## src/rtl/ecc_eval_pkg.sv

```systemverilog
package ecc_eval_pkg;

    typedef enum logic [2:0] {
        ST_IDLE,
        ST_WAIT,
        ST_FETCH,
        ST_SCAN,
        ST_HALT
    } ev_state_e;

    typedef struct packed {
        logic good;
        logic blank;
        logic ecc;
        logic tout;
    } ev_result_t;

    localparam int          LANES_PER_WORD = 4;
    localparam int          MAX_SPP        = 8;
    localparam logic [3:0]  CNT_UNCORR     = 4'hF;
    localparam logic [7:0]  ERASED_BYTE    = 8'hFF;

    function automatic logic [3:0] sectors_per_page(input logic [1:0] sel);
        case (sel)
            2'b01:   return 4'd4;
            2'b10:   return 4'd8;
            default: return 4'd1;
        endcase
    endfunction

    // slot 0 is the most significant byte of the word
    function automatic logic [3:0] lane_count(input logic [31:0] w, input logic [1:0] slot);
        logic [4:0] base;
        base = {~slot, 3'b000};
        return w[base +: 4];
    endfunction

endpackage

```

## src/rtl/ecc_sector_range.sv

```systemverilog
module ecc_sector_range
    import ecc_eval_pkg::*;
#(
    parameter int SECTORS      = 16,
    parameter int SECTOR_BYTES = 512,
    localparam int SECT_W      = $clog2(SECTORS),
    localparam int WORD_W      = SECT_W - 2,
    localparam int PB_W        = $clog2(MAX_SPP * SECTOR_BYTES)
) (
    input  logic [1:0]        pg_sel,
    input  logic [SECT_W-1:0] buf_num,
    output logic [SECT_W-1:0] first_sec,
    output logic [SECT_W-1:0] last_sec,
    output logic [WORD_W-1:0] first_word,
    output logic [WORD_W-1:0] last_word,
    output logic [PB_W-1:0]   last_byte
);
    logic [3:0] spp;

    always_comb begin
        spp        = sectors_per_page(pg_sel);
        first_sec  = SECT_W'(buf_num * SECT_W'(spp));
        last_sec   = first_sec + SECT_W'(spp - 4'd1);
        first_word = first_sec[SECT_W-1:2];
        last_word  = last_sec[SECT_W-1:2];
        last_byte  = PB_W'(int'(spp) * SECTOR_BYTES - 1);
    end
endmodule

```

## src/rtl/ecc_word_scan.sv

```systemverilog
module ecc_word_scan
    import ecc_eval_pkg::*;
#(
    parameter int SECTORS = 16,
    localparam int SECT_W = $clog2(SECTORS),
    localparam int WORD_W = SECT_W - 2
) (
    input  logic [31:0]       word,
    input  logic [WORD_W-1:0] widx,
    input  logic [SECT_W-1:0] first_sec,
    input  logic [SECT_W-1:0] last_sec,
    output logic              hit
);
    logic [LANES_PER_WORD-1:0] lane_hit;

    for (genvar s = 0; s < LANES_PER_WORD; s++) begin : g_lane
        logic [SECT_W-1:0] sec;
        logic              in_range;
        assign sec      = {widx, 2'(s)};
        assign in_range = (sec >= first_sec) && (sec <= last_sec);
        assign lane_hit[s] = in_range && (lane_count(word, 2'(s)) == CNT_UNCORR);
    end

    assign hit = |lane_hit;
endmodule

```

## src/rtl/ecc_blank_scan.sv

```systemverilog
module ecc_blank_scan
    import ecc_eval_pkg::*;
#(
    parameter int SECTOR_BYTES = 512,
    localparam int PB_W        = $clog2(MAX_SPP * SECTOR_BYTES)
) (
    input  logic            clk,
    input  logic            rst,
    input  logic            active,
    input  logic [PB_W-1:0] last_byte,
    input  logic            byte_valid,
    input  logic [7:0]      byte_data,
    output logic            byte_ready,
    output logic            dirty,
    output logic            all_erased
);
    logic [PB_W-1:0] cnt;
    logic            take;

    assign byte_ready = active;
    assign take       = active && byte_valid;
    assign dirty      = take && (byte_data != ERASED_BYTE);
    assign all_erased = take && (byte_data == ERASED_BYTE) && (cnt == last_byte);

    always_ff @(posedge clk) begin
        if (rst || !active) begin
            cnt <= '0;
        end else if (take) begin
            cnt <= cnt + 1'b1;
        end
    end


    scan_stops_chk: assert property (@(posedge clk) disable iff (rst)
        (byte_ready && byte_valid && byte_data != ERASED_BYTE) |=> !byte_ready);
endmodule

```

## src/rtl/ecc_sector_eval.sv

```systemverilog
module ecc_sector_eval
    import ecc_eval_pkg::*;
#(
    parameter int SECTORS      = 16,
    parameter int SECTOR_BYTES = 512,
    parameter int OPC_BIT      = 0,
    parameter int TOUT_BIT     = 1
) (
    input  logic                         clk,
    input  logic                         rst,
    input  logic                         start,
    input  logic [1:0]                   pg_sel,
    input  logic [$clog2(SECTORS)-1:0]   buf_num,
    input  logic [31:0]                  evt_status,
    output logic                         stat_rd,
    output logic [$clog2(SECTORS)-3:0]   word_addr,
    input  logic [31:0]                  word_data,
    input  logic                         byte_valid,
    input  logic [7:0]                   byte_data,
    output logic                         byte_ready,
    output logic                         done,
    output logic                         res_good,
    output logic                         res_blank,
    output logic                         res_ecc,
    output logic                         res_timeout,
    output logic                         ecc_fatal,
    output logic                         timeout_fatal,
    output logic                         evt_clr_we,
    output logic [31:0]                  evt_clr_val
);
    localparam int SECT_W = $clog2(SECTORS);
    localparam int WORD_W = SECT_W - 2;
    localparam int PB_W   = $clog2(MAX_SPP * SECTOR_BYTES);

    ev_state_e         state;
    logic [1:0]        pg_q;
    logic [SECT_W-1:0] buf_q;
    logic [WORD_W-1:0] cur_word;
    logic [31:0]       evt_q;
    logic              done_q;
    ev_result_t        res_q;
    logic              clr_q;
    logic              ecc_st;
    logic              tout_st;

    logic [SECT_W-1:0] first_sec, last_sec;
    logic [WORD_W-1:0] first_word, last_word;
    logic [PB_W-1:0]   last_byte;
    logic              word_hit;
    logic              scan_dirty, scan_erased;

    ecc_sector_range #(.SECTORS(SECTORS), .SECTOR_BYTES(SECTOR_BYTES)) u_range (
        .pg_sel     (pg_q),
        .buf_num    (buf_q),
        .first_sec  (first_sec),
        .last_sec   (last_sec),
        .first_word (first_word),
        .last_word  (last_word),
        .last_byte  (last_byte)
    );

    ecc_word_scan #(.SECTORS(SECTORS)) u_word (
        .word      (word_data),
        .widx      (cur_word),
        .first_sec (first_sec),
        .last_sec  (last_sec),
        .hit       (word_hit)
    );

    ecc_blank_scan #(.SECTOR_BYTES(SECTOR_BYTES)) u_blank (
        .clk        (clk),
        .rst        (rst),
        .active     (state == ST_SCAN),
        .last_byte  (last_byte),
        .byte_valid (byte_valid),
        .byte_data  (byte_data),
        .byte_ready (byte_ready),
        .dirty      (scan_dirty),
        .all_erased (scan_erased)
    );

    always_ff @(posedge clk) begin
        if (rst) begin
            state    <= ST_IDLE;
            pg_q     <= '0;
            buf_q    <= '0;
            cur_word <= '0;
            evt_q    <= '0;
            done_q   <= 1'b0;
            res_q    <= '0;
            clr_q    <= 1'b0;
            ecc_st   <= 1'b0;
            tout_st  <= 1'b0;
        end else begin
            done_q <= 1'b0;
            res_q  <= '0;
            clr_q  <= 1'b0;
            unique case (state)
                ST_IDLE: begin
                    if (start) begin
                        pg_q  <= pg_sel;
                        buf_q <= buf_num;
                        state <= ST_WAIT;
                    end
                end
                ST_WAIT: begin
                    if (evt_status[OPC_BIT]) begin
                        evt_q <= evt_status;
                        if (evt_status[TOUT_BIT]) begin
                            tout_st    <= 1'b1;
                            done_q     <= 1'b1;
                            res_q.tout <= 1'b1;
                            state      <= ST_HALT;
                        end else begin
                            cur_word <= first_word;
                            state    <= ST_FETCH;
                        end
                    end
                end
                ST_FETCH: begin
                    if (word_hit) begin
                        state <= ST_SCAN;
                    end else if (cur_word == last_word) begin
                        done_q     <= 1'b1;
                        res_q.good <= 1'b1;
                        clr_q      <= 1'b1;
                        state      <= ST_IDLE;
                    end else begin
                        cur_word <= cur_word + 1'b1;
                    end
                end
                ST_SCAN: begin
                    if (scan_dirty) begin
                        ecc_st    <= 1'b1;
                        done_q    <= 1'b1;
                        res_q.ecc <= 1'b1;
                        state     <= ST_HALT;
                    end else if (scan_erased) begin
                        done_q      <= 1'b1;
                        res_q.blank <= 1'b1;
                        clr_q       <= 1'b1;
                        state       <= ST_IDLE;
                    end
                end
                ST_HALT: state <= ST_HALT;
                default: state <= ST_IDLE;
            endcase
        end
    end

    assign stat_rd       = (state == ST_FETCH);
    assign word_addr     = cur_word;
    assign done          = done_q;
    assign res_good      = res_q.good;
    assign res_blank     = res_q.blank;
    assign res_ecc       = res_q.ecc;
    assign res_timeout   = res_q.tout;
    assign ecc_fatal     = ecc_st;
    assign timeout_fatal = tout_st;
    assign evt_clr_we    = clr_q;
    assign evt_clr_val   = evt_q;


    one_result_chk: assert property (@(posedge clk) disable iff (rst)
        done |-> $countones({res_good, res_blank, res_ecc, res_timeout}) == 1);


    flag_needs_done_chk: assert property (@(posedge clk) disable iff (rst)
        (res_good || res_blank || res_ecc || res_timeout) |-> done);


    ecc_sticky_chk: assert property (@(posedge clk) disable iff (rst)
        ecc_fatal |=> ecc_fatal);


    tout_sticky_chk: assert property (@(posedge clk) disable iff (rst)
        timeout_fatal |=> timeout_fatal);


    clear_on_pass_chk: assert property (@(posedge clk) disable iff (rst)
        evt_clr_we |-> (done && (res_good || res_blank)));


    fetch_in_range_chk: assert property (@(posedge clk) disable iff (rst)
        stat_rd |-> (word_addr >= first_word && word_addr <= last_word));


    halt_quiet_chk: assert property (@(posedge clk) disable iff (rst)
        (ecc_fatal || timeout_fatal) |-> (!stat_rd && !byte_ready));
endmodule

```

## config.mk

```make
export PLATFORM = sky130hd
export DESIGN_NAME = ecc_sector_eval
export DESIGN_NICKNAME = d
export VERILOG_FILES = /design/src/rtl/ecc_eval_pkg.sv /design/src/rtl/ecc_sector_range.sv /design/src/rtl/ecc_word_scan.sv /design/src/rtl/ecc_blank_scan.sv /design/src/rtl/ecc_sector_eval.sv
export SDC_FILE = /design/constraint.sdc
export NUM_CORES = 1
export LEC_CHECK = 0
export BUFFER_PORTS_ARGS = -buffer_cell sky130_fd_sc_hd__buf_2
export CAP_MARGIN = 10
export CORE_UTILIZATION = 30
export DETAILED_ROUTE_END_ITERATION = 6
export PLACE_DENSITY = 0.58
export SYNTH_ARGS = -nofsm -noshare
export SYNTH_HDL_FRONTEND = slang
export SYNTH_SLANG_ARGS = --single-unit
```

## constraint.sdc

```tcl
create_clock -name clk -period 5.8 [get_ports clk]
set_input_delay 0 -clock clk [delete_from_list [all_inputs] [get_ports clk]]
set_output_delay 0 -clock clk [all_outputs]
set_load 0.1 [all_outputs]
```

==> Word-level counts from Yosys, hierarchy flattened <==
Index checks and enable logic that the tools add are counted.
{ "word_totals": {"regBits": 63, "in_bits": 82, "out_inout_bits": 44, "elab_cells": 102} }
{ "op_classes": {"n_addsub": 5, "n_mul": 1, "n_lt_le_gt_ge": 8, "eq_ne": 21, "n_mux": 24, "bitwise_logic": 3, "n_reduce_logical": 26} }
{ "ops": {"columns": ["operator", "count"], "rows": [
  ["$mux W3", 7],
  ["$eq A4 B4 Y1 const B", 4],
  ["$ge A4 B4 Y1", 4],
  ["$le A4 B4 Y1", 4],
  ["$pmux W3 S5", 1],
  ["$add A12 B1 Y12 const B", 1],
  ["$eq A12 B12 Y1", 1],
  ["$logic_and A1 B1 Y1", 12],
  ["$sub A12 B1 Y12 const B", 1],
  ["$ne A2 B2 Y1 const B", 5],
  ["$eq A8 B8 Y1 const B", 1],
  ["$mux W1", 8],
  ["$mux W2", 4],
  ["$ne A8 B8 Y1 const B", 1],
  ["$pmux W4 S2", 1],
  ["$eq A3 B2 Y1 const B", 2],
  ["$reduce_and A2 Y1", 3],
  ["$reduce_or A2 Y1", 3],
  ["$reduce_and A5 Y1", 1],
  ["$add A4 B4 Y4", 1],
  ["$mul A4 B4 Y4", 1],
  ["$pmux W2 S2", 1],
  ["$reduce_and A4 Y1", 1],
  ["$reduce_or A4 Y1", 1],
  ["17 further kinds", 19]
]} }

==> Logic depth before layout (Yosys ltp) <==
Gate-level depths: netlist of the first run.
{ "depth": {"depth_word": 10, "mapped_depth": 19, "ltp_nobuf": 19} }

==> By module <==
From an unflattened synthesis of the first run, not the netlist that was laid out.
{ "hier_totals": {"hier_cells": 401, "hier_area_um2": 3324.4} }
{ "modules_own_cells": {"columns": ["mod", "n_inst", "cells_each", "area_per_inst_um2"], "rows": [
  ["ecc_sector_eval", 1, 235, 1990.7],
  ["ecc_blank_scan", 1, 85, 715.7],
  ["ecc_sector_range", 1, 43, 346.6],
  ["ecc_word_scan", 1, 38, 271.5]
]} }

==> Worst setup path after synthesis of the first run <==
OpenSTA, ideal clock, no wires.
{ "synth_timing": {"path_type": "register to register", "from": "reg pg_q[0]", "to": "reg cur_word[0] (netlist: word_addr[0])", "setup_ns": 0.067, "arrival_time_ns": 3.990, "required_ns": 5.733, "path_slack_ns": 1.743, "path_stages_with_launch": 20, "synth_period_minus_slack_ns": 4.057, "path_cell_list": "dfxtp_1 -> inv_1 -> ha_1 -> buf_4 -> and2_1 -> ha_1 -> inv_1 -> ha_1 -> inv_1 -> fa_1 -> xor2_1 -> xnor2_1 -> xnor2_1 -> ha_1 -> and4b_2 -> a21oi_1 -> a41oi_2 -> o21ai_2 -> mux2_4 -> a21oi_2"} }
{ "synth_via": {"elab_chain_len": 10, "elab_cells_between_ends": 30, "classes_between": "2 x add/sub; 1 x mul; 8 x order compare; 5 x eq/ne; 4 x mux; 10 x reduce/logical"} }
{ "synth_lines": {"columns": ["item", "line", "rtl"], "rows": [
  ["start: declaration", "ecc_sector_eval.sv:36", "logic [1:0] pg_q;"],
  ["start signal: assignment", "ecc_sector_eval.sv:101", "pg_q <= pg_sel;"],
  ["$eq A2 B2 Y1 or $eq A2 B1 Y1 (tied branches)", "ecc_eval_pkg.sv:24", "case (sel)"],
  ["$pmux W4 S2 *", "ecc_eval_pkg.sv:24", null],
  ["$mul A4 B4 Y4 or $sub A4 B1 Y4 (tied branches)", "ecc_sector_range.sv:22, ecc_sector_range.sv:23", null],
  ["$add A4 B4 Y4", "ecc_sector_range.sv:23", "last_sec = first_sec + SECT_W'(spp - 4'd1);"],
  ["$le A4 B4 Y1", "ecc_word_scan.sv:20", "assign in_range = (sec >= first_sec) && (sec <= last_sec);"],
  ["$logic_and A1 B1 Y1", "ecc_word_scan.sv:20", null],
  ["$logic_and A1 B1 Y1", "ecc_word_scan.sv:21", "assign lane_hit[s] = in_range && (lane_count(word, 2'(s)) == CNT_UNCORR);"],
  ["$reduce_or A4 Y1", "ecc_word_scan.sv:24", "assign hit = |lane_hit;"],
  ["$ne A2 B2 Y1 (no line)", null, null],
  ["$reduce_and A5 Y1 (no line)", null, null],
  ["end signal: assignment", "ecc_sector_eval.sv:115", "cur_word <= first_word;"],
  ["end signal: assignment", "ecc_sector_eval.sv:129", "cur_word <= cur_word + 1'b1;"],
  ["end: declaration", "ecc_sector_eval.sv:38", "logic [WORD_W-1:0] cur_word;"]
]} }
Mark *: on every way between the ends. The rest lies on a longest branch, timed or not. The select of a mux whose other input is x is not followed.
A chain may end at the register's enable or synchronous reset.

==> Worst setup path after layout of the first run <==
Ends and elaborated chain as after synthesis.

==> summary.txt, run 1 <==
Setup path
  – Setup CP Type: reg -> reg
  – Worst path max stage delay: 0.43 ns
  – Kind of cell adding the most delay to the critical path: adder cells
  – Flop2flop setup slack: 1.40 ns
  – Worst Path Max Fanout: 11
  – Required @ worst endpoint: 6.07 ns
  – CP max stage cell: fa_1
  – Buf/Inv on CP: 3
  – Crit path top cell by count: ha_1
  – CP endpoint kind: register
  – Worst Path Arrival: 4.67 ns
  – CP cell instances: inv_1, ha_1, and2_1, ha_1, inv_1, ha_1, inv_1, fa_1, xor2_1, xnor2_1, xnor2_1, ha_1, and4b_2, a21oi_1, a41oi_2, o21ai_2, mux2_4, a21oi_2
  – Crit start category: register

STA
  – Clk_skew: 0.004205 ns
  – Worst-margin pin slew: 0.5500 ns
  – Crit path setup slack, layout: 1.398 ns
  – Fin Hold WS: 0.1557 ns
  – Min Tclk post-route: 4.402 ns
  – Finish-stage setup viols: 0
  – Slew Viols, Final: 0
  – Max-slew headroom: 0.6333
  – RSZ-0062 raised after global routing: false
  – Final hold violation count: 0
  – Setup TNS: 0 ns
  – Highest Clock Rate: 0.2272 GHz
  – Ratio of final minimum period to clock period: 0.7589

Yosys
  – Ys Warns: 0
  – Post-synth top flop: dfxtp_1
  – Cell count after synthesis: 361
  – Top-area cell type share of the netlist area: 0.4204
  – Post-synthesis net count: 456
  – Top post-synthesis cells by area: dfxtp_1 (42%), nand2_1 (9.8%), a21oi_1 (7.8%)
  – Post-synth EDFFs: 0
  – Number of distinct library cells after synthesis: 61
  – Ys async rst share: 0
  – Post-Syn Area: 3000 sq um
  – Synthesized flop and latch total: 63
  – Mean Syn Cell Area: 8.311 sq um
  – Seq/Total Area, Yosys: 0.4204
  – List of most frequent post-synthesis cells: nand2_1 (78), dfxtp_1 (63), a21oi_1 (47), nor2_1 (32), clkbuf_1 (14)
  – Top-count cell post-synth: nand2_1
  – Dominant cell type by area after synthesis: dfxtp_1

Global routing
  – Vias in the first global route: 2970
  – First-pass GRT wire length: 12930 um
  – Total congestion overflow: 0
  – Pin count of the biggest net entering global routing: 52
  – Antenna violations before repair: 0
  – Total GRT Usage: 0.1574

Layout
  – Nets@finish: 599
  – Synth-to-Final Area Change: 43.45%
  – Layout cells sized above 1: 0.2888
  – Diodes inserted: 0
  – Multi-input gate area: 1629 sq um
  – Filler cell count: 1008
  – Reg area: 1261 sq um

Place
  – Hpwl dp: 5477 um
  – Routability cong.: 0.8000
  – Pre-CTS WS: 1.386 ns
  – Port Buffers: 109

Die
  – Initial Util: 0.3084
  – Die Ht: 102.0 um
  – Core area: 9729 sq um
  – Row cnt: 36
  – I/O pin count: 126
  – Die Width: 102.0 um
  – Full die area: 10410 sq um

CTS
  – Post-CTS Setup Bufs: 0
  – Cts repair resizes: 0
  – TritonCTS buffer count: 9
  – CTS Buffer Depth: 2
  – Clk_lat worst skew: 0.33 ns
  – H-tree depth: 3
  – Clock sinks: 63
  – Root Buffer: clkbuf_8
  – CTS tree: yes
  – CTS Hold Bufs: 38
  – Clk slew on worst S/H paths: 0.07 ns

Detailed routing
  – Vias: 2971
  – DR iter-0 viols: 87
  – Routed vias/inst: 4.628
  – Final ANT Viol Nets: 0
  – DRC violations left: 0
  – Final WL: 7968 um
  – Router iterations before antenna repair: 4
  – Routed wire per std cell: 12.41 um

Flow run
  – MaxCap Viol Count: 0

Power
  – Pwr per Cell Area: 333.7 nW/um^2
  – Leakage power: 1.853 nW
  – Tot Pwr: 0.001436 W
  – VDD IR-drop max: 0.1594 mV

Status
  – Status: finished clean

Hold path
  – Hold Crit Class: in -> reg
[cell type report]
type | instances | area share
tap | 133 | 0.03866
timing repair buffer | 150 | 0.2203
clock buffer | 11 | 0.03517
inverter | 11 | 0.01017
clock inverter | 5 | 0.02413
multi-input combinational | 269 | 0.3785
sequential | 63 | 0.2930
[cells in the final DEF, fill, tap and decap left out, types with 4 or more instances in the layout]
| master | Yosys | final |
|---|---|---|
| buf_2 | 2 | 109 |
| o21ai_0 | 6 | 6 |
| or3_1 | 4 | 4 |
| xor2_1 | 10 | 10 |
| dfxtp_1 | 63 | 63 |
| ha_1 | 12 | 12 |
| xnor2_1 | 5 | 5 |
| nor2_1 | 32 | 32 |
| inv_1 | 10 | 10 |
| nand2_1 | 78 | 78 |
| nand3_1 | 5 | 5 |
| clkbuf_8 | 0 | 11 |
| mux2i_1 | 4 | 4 |
| dlygate4sd3_1 | 0 | 38 |
| and3_1 | 4 | 4 |
| nand4b_1 | 4 | 4 |
| nand4_1 | 8 | 8 |
| a21oi_1 | 47 | 47 |
[per-layer routing]
| metal | global-route usage | vias up | part of all wire | wire (um) |
|---|---|---|---|---|
| li1 | - | 1523 | - | - |
| met1 | 0.1797 | 1387 | 0.43 | 3406 |
| met2 | 0.2834 | 59 | 0.53 | 4196 |
| met3 | 0.04309 | 2 | 0.041 | 325 |
| met4 | 0.05055 | 0 | 0.0049 | 39 |
| met5 | 0 | - | 0 | 0 |
[through the flow]
| step | instances | utilization | instance area [sq um] |
|---|---|---|---|
| 3_5_place_dp | 588 | 0.3771 | 3669 |
| 5_1_grt | 642 | 0.4424 | 4304 |
| 6_report | 642 | 0.4424 | 4304 |
| 2_1_floorplan | 361 | - | 3000 |
| 4_1_cts | 642 | 0.4424 | 4304 |
| 3_3_place_gp | 588 | 0.3771 | 3669 |
[state kept, by name, summed over array words and instances (netlist names)]
name           cells
buf_q              4
done               1
ecc_fatal          1
evt_clr_val       32
evt_clr_we         1
pg_q               2
res_blank          1
res_ecc            1
res_good           1
res_timeout        1
state              3
timeout_fatal      1
u_blank.cnt       12
word_addr          2
[power by group]
part	internal, W	total [W]	switching (W)	leakage [nW]
sequential	0.000462	0.000488	0.0000260	0.511
clock	0.000309	0.000479	0.000170	0.130
combinational	0.000147	0.000470	0.000323	1.21
[tightest hold or removal path: cells and delay by family]
kind	cells	cell delay (ns)
and+or+nand+nor	3	0.34
buffers and inverters	1	0.09
[cell families (layout without fill, tap and decap cells)]
logic type,Yosys count,in the layout,synth area share
xor+xnor,15,15,0.04378
fa+ha+maj,13,13,0.05671
compound gates,74,74,0.1514
flops,63,63,0.4204
mux,5,5,0.01835
simple gates,162,162,0.2677
buf+inv,29,177,0.04170
[worst paths after layout]
check	startpoint	to	depth (start not counted)
worst max-delay path	pg_q[0]	word_addr[0]	18
worst min-delay path	byte_data[4]	res_ecc	4
worst max register to register	pg_q[0]	word_addr[0]	18
worst min register to register	evt_clr_val[2]	evt_clr_val[2]	2
Note: power is estimated with default switching activity, not from simulation.
==> inputs of run 2 (changes only) <==
- PLACE_DENSITY: 0.58 -> 0.6
- clock period: 5.8 -> 4 ns (I/O delays scaled with it)
==> run 2 against run 1 <==
  * Utilization rose by 0.77 points
  * Die area stayed put
  * Critical path depth did not move
  * Worst setup slack lost 1.2 ns
  * Sequential power rose by 45%
  * Non-clock buffer count is 5 higher
  * Routed wire length increased by 0.78%
  * Register-to-register slack worse by 1.2 ns
  * First-iteration DRC count is 1.1% higher
  * Largest cell class unchanged
==> summary.txt, run 2 (synthesis gave the netlist of run 1 again) <==
Status
  – Status: finished clean

CTS
  – Clk_lat worst skew: 0.34 ns (about the same)
  – Clk slew on worst S/H paths: 0.07 ns (about the same)
  – H-tree depth: 3 (unchanged)
  – Root Buffer: clkbuf_8
  – TritonCTS buffer count: 9 (unchanged)
  – CTS Buffer Depth: 2 (unchanged)
  – CTS tree: yes
  – Clock sinks: 63 (unchanged)

Setup path
  – Reg-to-reg startpoint: pg_q[1]
  – CP endpoint kind: register
  – Required @ worst endpoint: 4.26 ns (-1.81 ns)
  – Setup CP Type: reg -> reg
  – Worst Path Arrival: 4.06 ns (-0.61 ns)
  – Reg-to-Reg End: word_addr[0]
  – Flop2flop setup slack: 0.21 ns (-1.19 ns)
  – R2r worst-path depth: 18 (unchanged)
  – Worst Path Max Fanout: 7 (-4)
  – Crit start category: register

Hold path
  – Hold path start: byte_data[0]
  – Hold Crit Class: in -> reg
  – Worst hold path depth: 4 (unchanged)
  – Hold Crit Endpoint: res_ecc

Power
  – Flop pwr share: 0.343 (+0.004)
  – Combinational Power Share: 0.371 (+0.044)
  – Clk pwr share: 0.285 (-0.049)
  – Pwr per Cell Area: 470.9 nW/um^2 (+41%)
  – VDD IR-drop max: 0.2500 mV (+57%)
  – Sw Pwr: 0.0007835 W (+51%)
  – Leakage power: 1.859 nW (+0.32%)
  – Net Sw Frac: 0.3799 (+0.01838)
  – Int Power: 0.001279 W (+39%)

STA
  – Min Tclk post-route: 3.794 ns (-0.6076 ns)
  – Max-slew headroom: 0.3562 (-0.2771)
  – Worst-margin pin slew: 0.9656 ns (+0.4156 ns)
  – Slew Viols, Final: 0 (unchanged)
  – Ratio of final minimum period to clock period: 0.9485 (+0.1896)
  – Clk_skew: 0.009267 ns (+0.005062 ns)
  – Highest Clock Rate: 0.2636 GHz (+16%)
  – Finish-stage setup viols: 0 (unchanged)
  – Fin Hold WS: 0.1245 ns (-0.03116 ns)
  – Setup TNS: 0 ns (unchanged)
  – Final hold violation count: 0 (unchanged)

Layout
  – Post-route cell area: 4379 sq um (+1.7%)
  – Diodes inserted: 0 (unchanged)
  – Most common cell after layout, fill and taps aside: buf_2
  – Synth-to-Final Area Change: 45.95%
  – Nets@finish: 604 (+0.83%)
  – Max FFs per register: 32 (unchanged)
  – Layout cells sized above 1: 0.3191 (+0.03026)
  – Commonest cells after routing, fill and taps aside: buf_2 (109), nand2_1 (78), dfxtp_1 (61), a21oi_1 (44), dlygate4sd3_1 (38)

Global routing
  – Pin count of the biggest net entering global routing: 52 (unchanged)
  – Total congestion overflow: 0 (unchanged)
  – Vias in the first global route: 2764 (-6.9%)
  – Total GRT Usage: 0.1550 (-0.002431)
  – Antenna violations before repair: 0 (unchanged)
  – First-pass GRT wire length: 12680 um (-1.9%)

Place
  – Routability cong.: 0.7865 (-1.7%)
  – Port Buffers: 109 (unchanged)
  – Hpwl dp: 5429 um (-0.89%)
  – Placement Cell Area: 3710 sq um (+1.1%)

Die
  – Full die area: 10410 sq um (unchanged)
  – Initial Util: 0.3084 (unchanged)
  – Row cnt: 36 (unchanged)
  – Die Ht: 102.0 um (unchanged)
  – Core area: 9729 sq um (unchanged)
  – Die Width: 102.0 um (unchanged)
  – I/O pin count: 126 (unchanged)

Detailed routing
  – Vias: 2974 (+0.10%)
  – DR iter-0 viols: 88 (+1.1%)
  – Final ANT Viol Nets: 0 (unchanged)
  – Router iterations before antenna repair: 4 (unchanged)
  – DRC violations left: 0 (unchanged)
  – Routed vias/inst: 4.597 (-0.67%)
  – Routed wire per std cell: 12.41 um (about the same)
  – Final WL: 8030 um (+0.78%)

Flow run
  – MaxCap Viol Count: 0 (unchanged)
==> run 2: worst max-delay path by stage <==
stage,startpoint,to,slack (ns),cells past startpoint
floorplan,pg_q[0],word_addr[0],0.005,19
global placement,pg_q[0],word_addr[0],0.04,18
detailed placement,pg_q[0],word_addr[0],-0.10,18
CTS,pg_q[0],word_addr[0],0.01,18
global route,pg_q[1],word_addr[0],-0.00003,19
finish,pg_q[1],word_addr[0],0.21,18
==> run 2: per-layer routing <==
metal	track usage	part of all wire
met3	0.05062	0.047
met4	0.04835	0.016
met2	0.2741	0.50
met5	0	0
met1	0.1764	0.43
==> run 2: final cells by class <==
| cell class | count | area, sq um |
|---|---|---|
| multi-input cells | 269 | 1708 |
| flip-flops and latches | 63 | 1266 |
| well taps | 133 | 166.4 |
| inverters | 11 | 43.79 |
| clock buffers | 12 | 135.1 |
| clock inverters | 4 | 70.07 |
| fillers | 984 | 5350 |
| repair buffers | 155 | 989.7 |
==> run 2: power by group through the flow <==
stage	Combinational [W]	Clock (W)	Sequential, W
after global placement	0.000669	0	0.000719
after CTS	0.000735	0.000607	0.000707
final	0.000765	0.000589	0.000708
after global routing	0.000824	0.000638	0.000714
after detailed placement	0.000682	0	0.000720
after floorplan	0.000333	0	0.000918
==> run 2: worst max-delay path, cell delays in order, from the launching register on <==
cell	delay (ns)
dfxtp_4	0.36
ha_4	0.23
and2_4	0.16
ha_4	0.26
inv_2	0.04
ha_1	0.26
inv_1	0.05
fa_2	0.33
xor2_1	0.18
xnor2_1	0.14
xnor2_1	0.13
ha_1	0.38
buf_6	0.14
nand4b_1	0.13
a211oi_2	0.24
a32oi_2	0.10
o21ai_4	0.14
mux2_4	0.34
a21oi_2	0.12
==> run 2: stage by stage <==
stage / setup WS (ns) / std cells / utilization / power (W)
2_1_floorplan: 0.005081 / 361 / - / 0.001250
3_3_place_gp: 0.03572 / 591 / 0.3813 / 0.001388
3_5_place_dp: -0.1036 / 591 / 0.3813 / 0.001401
4_1_cts: 0.01419 / 647 / 0.4455 / 0.002048
5_1_grt: -0.00002620 / 647 / 0.4501 / 0.002176
6_report: 0.2060 / 647 / 0.4501 / 0.002062
==> run 2: repair_timing <==
item	4_1_cts	5_1_grt
hold buffers	38	0
endpoints found under the setup margin	3	6
gates resized for setup	5	11
pin swaps	9	8
hold endpoints to repair	40	0
setup buffers	2	0
